[config.mk]
export PLATFORM = sky130hd
export DESIGN_NAME = async_sram_ctrl
export DESIGN_NICKNAME = d
export VERILOG_FILES = /design/src/rtl/sram_ctrl_pkg.sv /design/src/rtl/sram_cyc_timer.sv /design/src/rtl/sram_seq_fsm.sv /design/src/rtl/sram_pin_drive.sv /design/src/rtl/async_sram_ctrl.sv
export SDC_FILE = /design/constraint.sdc
export NUM_CORES = 1
export LEC_CHECK = 0
export BUFFER_PORTS_ARGS = -buffer_cell sky130_fd_sc_hd__buf_2
export CELL_PAD_IN_SITES_DETAIL_PLACEMENT = 0
export CELL_PAD_IN_SITES_GLOBAL_PLACEMENT = 1
export CORE_UTILIZATION = 35
export DETAILED_ROUTE_END_ITERATION = 8
export GPL_ROUTABILITY_DRIVEN = 0
export GPL_TIMING_DRIVEN = 0
export PLACE_DENSITY = 0.87
export SLEW_MARGIN = 20
export SYNTH_ARGS = -nofsm -noshare
export SYNTH_HDL_FRONTEND = slang
export SYNTH_SLANG_ARGS = --single-unit
[constraint.sdc]
create_clock -name clk_i -period 1.75 [get_ports clk_i]
set_clock_uncertainty 0.05 [all_clocks]
set_input_delay 0.175 -clock clk_i [delete_from_list [all_inputs] [get_ports clk_i]]
set_output_delay 0.175 -clock clk_i [all_outputs]
set_load 0.02 [all_outputs]
[src/rtl/sram_ctrl_pkg.sv]
package sram_ctrl_pkg;

  typedef enum logic [2:0] {
    ST_IDLE,
    ST_WSET,
    ST_WPULSE,
    ST_WHOLD,
    ST_RACC,
    ST_RTURN
  } phase_e;

  // ceil(ns/period), never below one cycle
  function automatic int unsigned ns_to_cyc(input int unsigned ns, input int unsigned period);
    int unsigned c;
    c = (ns + period - 1) / period;
    return (c == 0) ? 1 : c;
  endfunction

  function automatic int unsigned max_u(input int unsigned a, input int unsigned b);
    return (a > b) ? a : b;
  endfunction

endpackage

[src/rtl/sram_cyc_timer.sv]
module sram_cyc_timer #(
  parameter int unsigned CNT_W = 2
) (
  input  logic             clk_i,
  input  logic             rst_ni,
  input  logic             load_i,
  input  logic [CNT_W-1:0] load_val_i,
  output logic             expired_o
);

  logic [CNT_W-1:0] cnt_q;

  always_ff @(posedge clk_i or negedge rst_ni) begin
    if (!rst_ni)             cnt_q <= '0;
    else if (load_i)         cnt_q <= load_val_i;
    else if (cnt_q != '0)    cnt_q <= cnt_q - 1'b1;
  end

  assign expired_o = (cnt_q == '0);

  AST_TIMER_COUNTDOWN: assert property (@(posedge clk_i) disable iff (!rst_ni)
    (!load_i && cnt_q != '0) |=> (cnt_q == $past(cnt_q) - 1'b1));

  AST_TIMER_PARK: assert property (@(posedge clk_i) disable iff (!rst_ni)
    (!load_i && cnt_q == '0) |=> (cnt_q == '0));

endmodule

[src/rtl/sram_seq_fsm.sv]
module sram_seq_fsm
  import sram_ctrl_pkg::*;
#(
  parameter int unsigned CNT_W    = 1,
  parameter int unsigned WE_CYC   = 1,
  parameter int unsigned ACC_CYC  = 1,
  parameter int unsigned TURN_CYC = 1
) (
  input  logic             clk_i,
  input  logic             rst_ni,
  input  logic             req_i,
  input  logic             wr_i,
  input  logic             tmr_expired_i,
  output phase_e           phase_q_o,
  output phase_e           phase_d_o,
  output logic             tmr_load_o,
  output logic [CNT_W-1:0] tmr_val_o,
  output logic             accept_o,
  output logic             capture_o,
  output logic             done_o
);

  localparam logic [CNT_W-1:0] WE_LD   = CNT_W'(WE_CYC - 1);
  localparam logic [CNT_W-1:0] ACC_LD  = CNT_W'(ACC_CYC - 1);
  localparam logic [CNT_W-1:0] TURN_LD = CNT_W'(TURN_CYC - 1);

  phase_e phase_q, phase_d;
  logic   done_q, done_d;

  always_comb begin
    phase_d    = phase_q;
    tmr_load_o = 1'b0;
    tmr_val_o  = '0;
    accept_o   = 1'b0;
    capture_o  = 1'b0;
    done_d     = 1'b0;
    unique case (phase_q)
      ST_IDLE: if (req_i) begin
        accept_o = 1'b1;
        if (wr_i) begin
          phase_d = ST_WSET;
        end else begin
          phase_d    = ST_RACC;
          tmr_load_o = 1'b1;
          tmr_val_o  = ACC_LD;
        end
      end
      ST_WSET: begin
        phase_d    = ST_WPULSE;
        tmr_load_o = 1'b1;
        tmr_val_o  = WE_LD;
      end
      ST_WPULSE: if (tmr_expired_i) phase_d = ST_WHOLD;
      ST_WHOLD: begin
        phase_d = ST_IDLE;
        done_d  = 1'b1;
      end
      ST_RACC: if (tmr_expired_i) begin
        phase_d    = ST_RTURN;
        capture_o  = 1'b1;
        tmr_load_o = 1'b1;
        tmr_val_o  = TURN_LD;
      end
      ST_RTURN: if (tmr_expired_i) begin
        phase_d = ST_IDLE;
        done_d  = 1'b1;
      end
      default: phase_d = ST_IDLE;
    endcase
  end

  always_ff @(posedge clk_i or negedge rst_ni) begin
    if (!rst_ni) begin
      phase_q <= ST_IDLE;
      done_q  <= 1'b0;
    end else begin
      phase_q <= phase_d;
      done_q  <= done_d;
    end
  end

  assign phase_q_o = phase_q;
  assign phase_d_o = phase_d;
  assign done_o    = done_q;

  AST_DONE_SINGLE: assert property (@(posedge clk_i) disable iff (!rst_ni)
    done_o |=> !done_o);

  AST_DONE_IN_IDLE: assert property (@(posedge clk_i) disable iff (!rst_ni)
    done_o |-> (phase_q == ST_IDLE));

  AST_PULSE_EXIT: assert property (@(posedge clk_i) disable iff (!rst_ni)
    (phase_q == ST_WPULSE) |=> (phase_q inside {ST_WPULSE, ST_WHOLD}));

  AST_BUSY_HOLDS: assert property (@(posedge clk_i) disable iff (!rst_ni)
    (phase_q == ST_WSET) |=> (phase_q == ST_WPULSE));

endmodule

[src/rtl/sram_pin_drive.sv]
module sram_pin_drive
  import sram_ctrl_pkg::*;
#(
  parameter int unsigned ADDR_W = 13,
  parameter int unsigned DATA_W = 8
) (
  input  logic              clk_i,
  input  logic              rst_ni,
  input  phase_e            phase_d_i,
  input  logic              accept_i,
  input  logic              capture_i,
  input  logic [ADDR_W-1:0] addr_i,
  input  logic [DATA_W-1:0] wdata_i,
  input  logic [DATA_W-1:0] dq_i,
  output logic              ce1_n_o,
  output logic              ce2_o,
  output logic              oe_n_o,
  output logic              we_n_o,
  output logic              dq_oe_o,
  output logic [ADDR_W-1:0] addr_o,
  output logic [DATA_W-1:0] dq_o,
  output logic [DATA_W-1:0] rdata_o
);

  logic sel_d, oe_d, we_d, drv_d;

  always_comb begin
    sel_d = phase_d_i inside {ST_WSET, ST_WPULSE, ST_WHOLD, ST_RACC};
    oe_d  = (phase_d_i == ST_RACC);
    we_d  = (phase_d_i == ST_WPULSE);
    drv_d = phase_d_i inside {ST_WSET, ST_WPULSE, ST_WHOLD};
  end

  // pins registered from next phase so no decode glitch reaches the memory
  always_ff @(posedge clk_i or negedge rst_ni) begin
    if (!rst_ni) begin
      ce1_n_o <= 1'b1;
      ce2_o   <= 1'b0;
      oe_n_o  <= 1'b1;
      we_n_o  <= 1'b1;
      dq_oe_o <= 1'b0;
    end else begin
      ce1_n_o <= !sel_d;
      ce2_o   <= sel_d;
      oe_n_o  <= !oe_d;
      we_n_o  <= !we_d;
      dq_oe_o <= drv_d;
    end
  end

  always_ff @(posedge clk_i or negedge rst_ni) begin
    if (!rst_ni) begin
      addr_o  <= '0;
      dq_o    <= '0;
      rdata_o <= '0;
    end else begin
      if (accept_i) begin
        addr_o <= addr_i;
        dq_o   <= wdata_i;
      end
      if (capture_i) rdata_o <= dq_i;
    end
  end

  AST_WE_OE_EXCL: assert property (@(posedge clk_i) disable iff (!rst_ni)
    !we_n_o |-> oe_n_o);

  AST_WE_SELECTED: assert property (@(posedge clk_i) disable iff (!rst_ni)
    !we_n_o |-> (!ce1_n_o && ce2_o));

  AST_WE_DRIVES: assert property (@(posedge clk_i) disable iff (!rst_ni)
    !we_n_o |-> dq_oe_o);

  AST_DATA_HOLD: assert property (@(posedge clk_i) disable iff (!rst_ni)
    $rose(we_n_o) |-> (dq_oe_o && $stable(dq_o)));

  AST_ADDR_STABLE: assert property (@(posedge clk_i) disable iff (!rst_ni)
    !we_n_o |-> $stable(addr_o));

  AST_NO_CONTENTION: assert property (@(posedge clk_i) disable iff (!rst_ni)
    !oe_n_o |-> !dq_oe_o);

  AST_TURN_GAP: assert property (@(posedge clk_i) disable iff (!rst_ni)
    $rose(oe_n_o) |-> !dq_oe_o);

endmodule

[src/rtl/async_sram_ctrl.sv]
module async_sram_ctrl
  import sram_ctrl_pkg::*;
#(
  parameter int unsigned ADDR_W        = 13,
  parameter int unsigned DATA_W        = 8,
  parameter int unsigned CLK_PERIOD_NS = 10,
  parameter int unsigned T_WE_NS       = 7,
  parameter int unsigned T_SD_NS       = 6,
  parameter int unsigned T_ACC_NS      = 10,
  parameter int unsigned T_DOE_NS      = 5,
  parameter int unsigned T_OEHZ_NS     = 5
) (
  input  logic              clk_i,
  input  logic              rst_ni,
  input  logic              req_i,
  input  logic              wr_i,
  input  logic [ADDR_W-1:0] addr_i,
  input  logic [DATA_W-1:0] wdata_i,
  output logic [DATA_W-1:0] rdata_o,
  output logic              ready_o,
  output logic              done_o,
  output logic              sram_ce1_n_o,
  output logic              sram_ce2_o,
  output logic              sram_oe_n_o,
  output logic              sram_we_n_o,
  output logic [ADDR_W-1:0] sram_addr_o,
  output logic [DATA_W-1:0] sram_dq_o,
  output logic              sram_dq_oe_o,
  input  logic [DATA_W-1:0] sram_dq_i
);

  localparam int unsigned WE_CYC   = max_u(ns_to_cyc(T_WE_NS, CLK_PERIOD_NS),
                                           ns_to_cyc(T_SD_NS, CLK_PERIOD_NS));
  localparam int unsigned ACC_CYC  = max_u(ns_to_cyc(T_ACC_NS, CLK_PERIOD_NS),
                                           ns_to_cyc(T_DOE_NS, CLK_PERIOD_NS));
  localparam int unsigned TURN_CYC = ns_to_cyc(T_OEHZ_NS, CLK_PERIOD_NS);
  localparam int unsigned CNT_MAX  = max_u(max_u(WE_CYC, ACC_CYC), TURN_CYC);
  localparam int unsigned CNT_W    = (CNT_MAX > 1) ? $clog2(CNT_MAX) : 1;

  phase_e           phase_q, phase_d;
  logic             tmr_load, tmr_expired, accept, capture;
  logic [CNT_W-1:0] tmr_val;

  sram_cyc_timer #(.CNT_W(CNT_W)) u_timer (
    .clk_i      (clk_i),
    .rst_ni     (rst_ni),
    .load_i     (tmr_load),
    .load_val_i (tmr_val),
    .expired_o  (tmr_expired)
  );

  sram_seq_fsm #(
    .CNT_W    (CNT_W),
    .WE_CYC   (WE_CYC),
    .ACC_CYC  (ACC_CYC),
    .TURN_CYC (TURN_CYC)
  ) u_fsm (
    .clk_i         (clk_i),
    .rst_ni        (rst_ni),
    .req_i         (req_i),
    .wr_i          (wr_i),
    .tmr_expired_i (tmr_expired),
    .phase_q_o     (phase_q),
    .phase_d_o     (phase_d),
    .tmr_load_o    (tmr_load),
    .tmr_val_o     (tmr_val),
    .accept_o      (accept),
    .capture_o     (capture),
    .done_o        (done_o)
  );

  sram_pin_drive #(.ADDR_W(ADDR_W), .DATA_W(DATA_W)) u_pins (
    .clk_i     (clk_i),
    .rst_ni    (rst_ni),
    .phase_d_i (phase_d),
    .accept_i  (accept),
    .capture_i (capture),
    .addr_i    (addr_i),
    .wdata_i   (wdata_i),
    .dq_i      (sram_dq_i),
    .ce1_n_o   (sram_ce1_n_o),
    .ce2_o     (sram_ce2_o),
    .oe_n_o    (sram_oe_n_o),
    .we_n_o    (sram_we_n_o),
    .dq_oe_o   (sram_dq_oe_o),
    .addr_o    (sram_addr_o),
    .dq_o      (sram_dq_o),
    .rdata_o   (rdata_o)
  );

  assign ready_o = (phase_q == ST_IDLE);

  AST_IDLE_DESELECT: assert property (@(posedge clk_i) disable iff (!rst_ni)
    ready_o |-> (sram_ce1_n_o && !sram_ce2_o));

  AST_BUSY_NOT_READY: assert property (@(posedge clk_i) disable iff (!rst_ni)
    (!sram_we_n_o || !sram_oe_n_o) |-> !ready_o);

endmodule

==> summary.md <==
| Metric | Value |
|---|---|
| Synth Cell Area | 1480 sq um |
| Drt drc | 0 |
| Sequential share of power | 38.1% |
| # fillers | 379 |
| P_sw | 1.53 mW |
| Part of the Yosys area used for sequential elements | 64.3% |
| Syn nets | 125 |
| Worst setup SP type | flop |
| Synthesized flop and latch total | 38 |
| Clk Latency, worst-skew pair | 0.28 ns |
| Ratio of cells with drive above 1 in the final layout | 66.9% |
| CP startpoint | u_fsm.phase_q_o[2] |
| WL final | 2.75 mm |
| Reg area | 955 sq um |
| Pre-antenna DRT Iters | 2 |
| Critical path data required time | 1.86 ns |
| Final layout net count | 201 |
| Critical path class | flop to flop |
| Std-Cell Rows | 23 |
| Reg2Reg Launch Point | u_fsm.phase_q_o[2] |
| Synth cell types | 22 |
| Rel. slew slack | 47.0% |
| Warnings from Yosys | 0 |
| Post-CTS Setup Inserts | 0 |
| P_leak | 0.968 nW |
| H-tree depth | 2 |
| Drt wl/cell | 12.6 um |
| Layout Utilization | 49.3% |
| Vias | 1015 |
| DIE AREA | 4500 sq um |
| Largest net degree at the start of global routing | 39 |
| Synth area leaders | dfrtp_1, mux2_2, dfstp_2 |
| Final period utilization | 90.5% |
| Mapped Cells | 92 |
| Worst IR drop on VDD | 0.000909 V |
| Worst Tran Pin Value | 0.795 ns |
| Top Ports | 69 |
| Critical Path End Type | flop |
| Die Y | 67.1 um |
| Pint | 2.48 mW |
| Hold crit path type | input port to flop |
| Max FO, Critical Path | 10 |
| Clock share of power | 14.8% |
| Tot GR Track Use | 13.6% |
| Slew Viols, Final | 0 |
| Min-Delay Path Depth | 2 |
| Initial Util | 36.8% |
| Syn_area_per_cell | 16.1 sq um |
| Multi-input gate area | 477 sq um |
| # Max-Cap Violations | 0 |
| Initial drt markers | 8 |
| Remaining antenna violation count after routing | 0 |
| FMAX | 631 MHz |
| Clk slew on worst S/H paths | 0.07 ns |
| Status | finished, final reports clean |
| Total CTS buffers | 5 |
| Post-synth top area share | 59.0% |
| DP Wirelength | 2.07 mm |
| CTS tree | done |
| Final setup vio count | 0 |
| Vias in the first global route | 1026 |
| Core box area | 4030 sq um |
| Root Driver | clkbuf_8 |
| Clock Tree Buf Depth | 2 |
| RSZ-0062 raised after global routing | false |
| Combinational power share | 47.1% |
| Global-route wire length before repair | 4.50 mm |
| Layout Area Growth over Synthesis | 34.0% |
| Vias per inst | 4.63 |
| Cell accounting for the most synthesized area | dfrtp_1 |
| Min Hold Slack | 0.0493 ns |
| Die width | 67.1 um |
| CP arrival | 1.70 ns |
| Setup TNS | 0 ns |
| Sw Share | 38.2% |
| CTS sink count | 38 |
| ANT cells | 0 |
| Antenna violations before repair | 0 |
| Pwr/cell area | 2020 nW/um^2 |
| Hold wc startpoint | req_i |
| Fin crit period | 1.58 ns |
| Overflow after GRT | 0 |
| Final hold violation count | 0 |
| I/O Buffers | 68 |
| R2R depth | 4 |
state kept, by name, indices dropped and copies added, names as in the netlist:
signal,cells
u_pins.addr_o,13
u_pins.dq_o,8
u_pins.rdata_o,8
u_fsm.phase_q_o,3
u_fsm.done_o,1
u_pins.ce1_n_o,1
u_pins.ce2_o,1
u_pins.dq_oe_o,1
u_pins.oe_n_o,1
u_pins.we_n_o,1
metal layers:
| metal | vias up | global-route usage, % | wire length [um] |
|---|---|---|---|
| li1 | 468 | - | - |
| met1 | 503 | 15.7 | 1060 |
| met2 | 39 | 23.8 | 1480 |
| met3 | 5 | 3.08 | 178 |
| met4 | 0 | 6.38 | 38 |
| met5 | - | 0 | 0 |
Yosys cell counts (all sizes together):
| library cell | instances |
|---|---|
| dfrtp | 35 |
| mux2 | 29 |
| buf | 4 |
| dfstp | 3 |
| nand2 | 3 |
| nor2 | 3 |
| a21oi | 2 |
| a21boi | 1 |
| a21o | 1 |
| and2 | 1 |
| clkbuf | 1 |
| nor2b | 1 |
| nor3 | 1 |
| nor3b | 1 |
| nor4b | 1 |
| o21a | 1 |
| o31a | 1 |
| o31ai | 1 |
| xnor2 | 1 |
| xor2 | 1 |
power by group through the flow:
stage	combinational, mW	sequential, mW	clock, mW
floorplan	0.791	2.06	0
global placement	1.87	1.52	0
detailed placement	1.92	1.55	0
CTS	1.92	1.54	0.621
global route	2.04	1.59	0.658
finish	1.89	1.53	0.596
critical path, stage by stage, from the launching register on:
cell and delay [ns]:
dfrtp_1 0.37, buf_6 0.14, nor4b_4 0.35, buf_6 0.21, mux2_2 0.35
stage by stage:
stage / setup slack (ns) / power [mW] / area, sq um / std cells
2_1_floorplan: 0.262 / 2.85 / 1480 / 92
3_3_place_gp: 0.188 / 3.39 / 1890 / 210
3_5_place_dp: 0.149 / 3.47 / 1890 / 210
4_1_cts: 0.141 / 4.08 / 1990 / 219
5_1_grt: 0.0814 / 4.29 / 1990 / 219
6_report: 0.166 / 4.02 / 1990 / 219
placed cells by master (no fill, tap or decap), types with 2 or more instances in the layout:
| master | count |
|---|---|
| buf_6 | 3 |
| dfstp_2 | 3 |
| nor2_1 | 3 |
| clkbuf_8 | 7 |
| mux2_1 | 2 |
| buf_2 | 69 |
| a21oi_1 | 2 |
| nand2_1 | 3 |
| mux2_2 | 27 |
| dfrtp_1 | 35 |
layout make-up:
class	instances	share of cell area, %
clock inverters	1	0.252
flip-flops and latches	38	48.0
plain buffers	5	2.64
well taps	50	3.15
clock buffers	7	4.34
repair buffers	69	17.6
multi-input cells	49	24.0
timing repair:
item	4_1_cts	5_1_grt
gates resized for setup	0	0
hold endpoints to repair	35	0
hold buffers	1	0
cell families (layout without fill, tap and decap cells):
group,Yosys count,after routing,synth area share [%]
buffers and inverters,5,82,3.54
xor gates and xnor gates,2,2,1.18
DFF,38,38,64.3
AOI/OAI and AO/OA,7,7,3.37
and+or+nand+nor,11,11,5.56
muxes,29,29,22.0
path summary, 6_finish.rpt:
path	to	slack [ns]
setup / recovery	u_pins.addr_o[5]	0.17
hold / removal	u_pins.ce1_n_o	0.05
setup reg to reg	u_pins.addr_o[5]	0.17
hold reg to reg	u_pins.dq_o[2]	0.43
max in group asynchronous	u_pins.addr_o[3]	0.67
min in group asynchronous	u_pins.rdata_o[1]	0.48
Power figures use the tool's default switching activity.
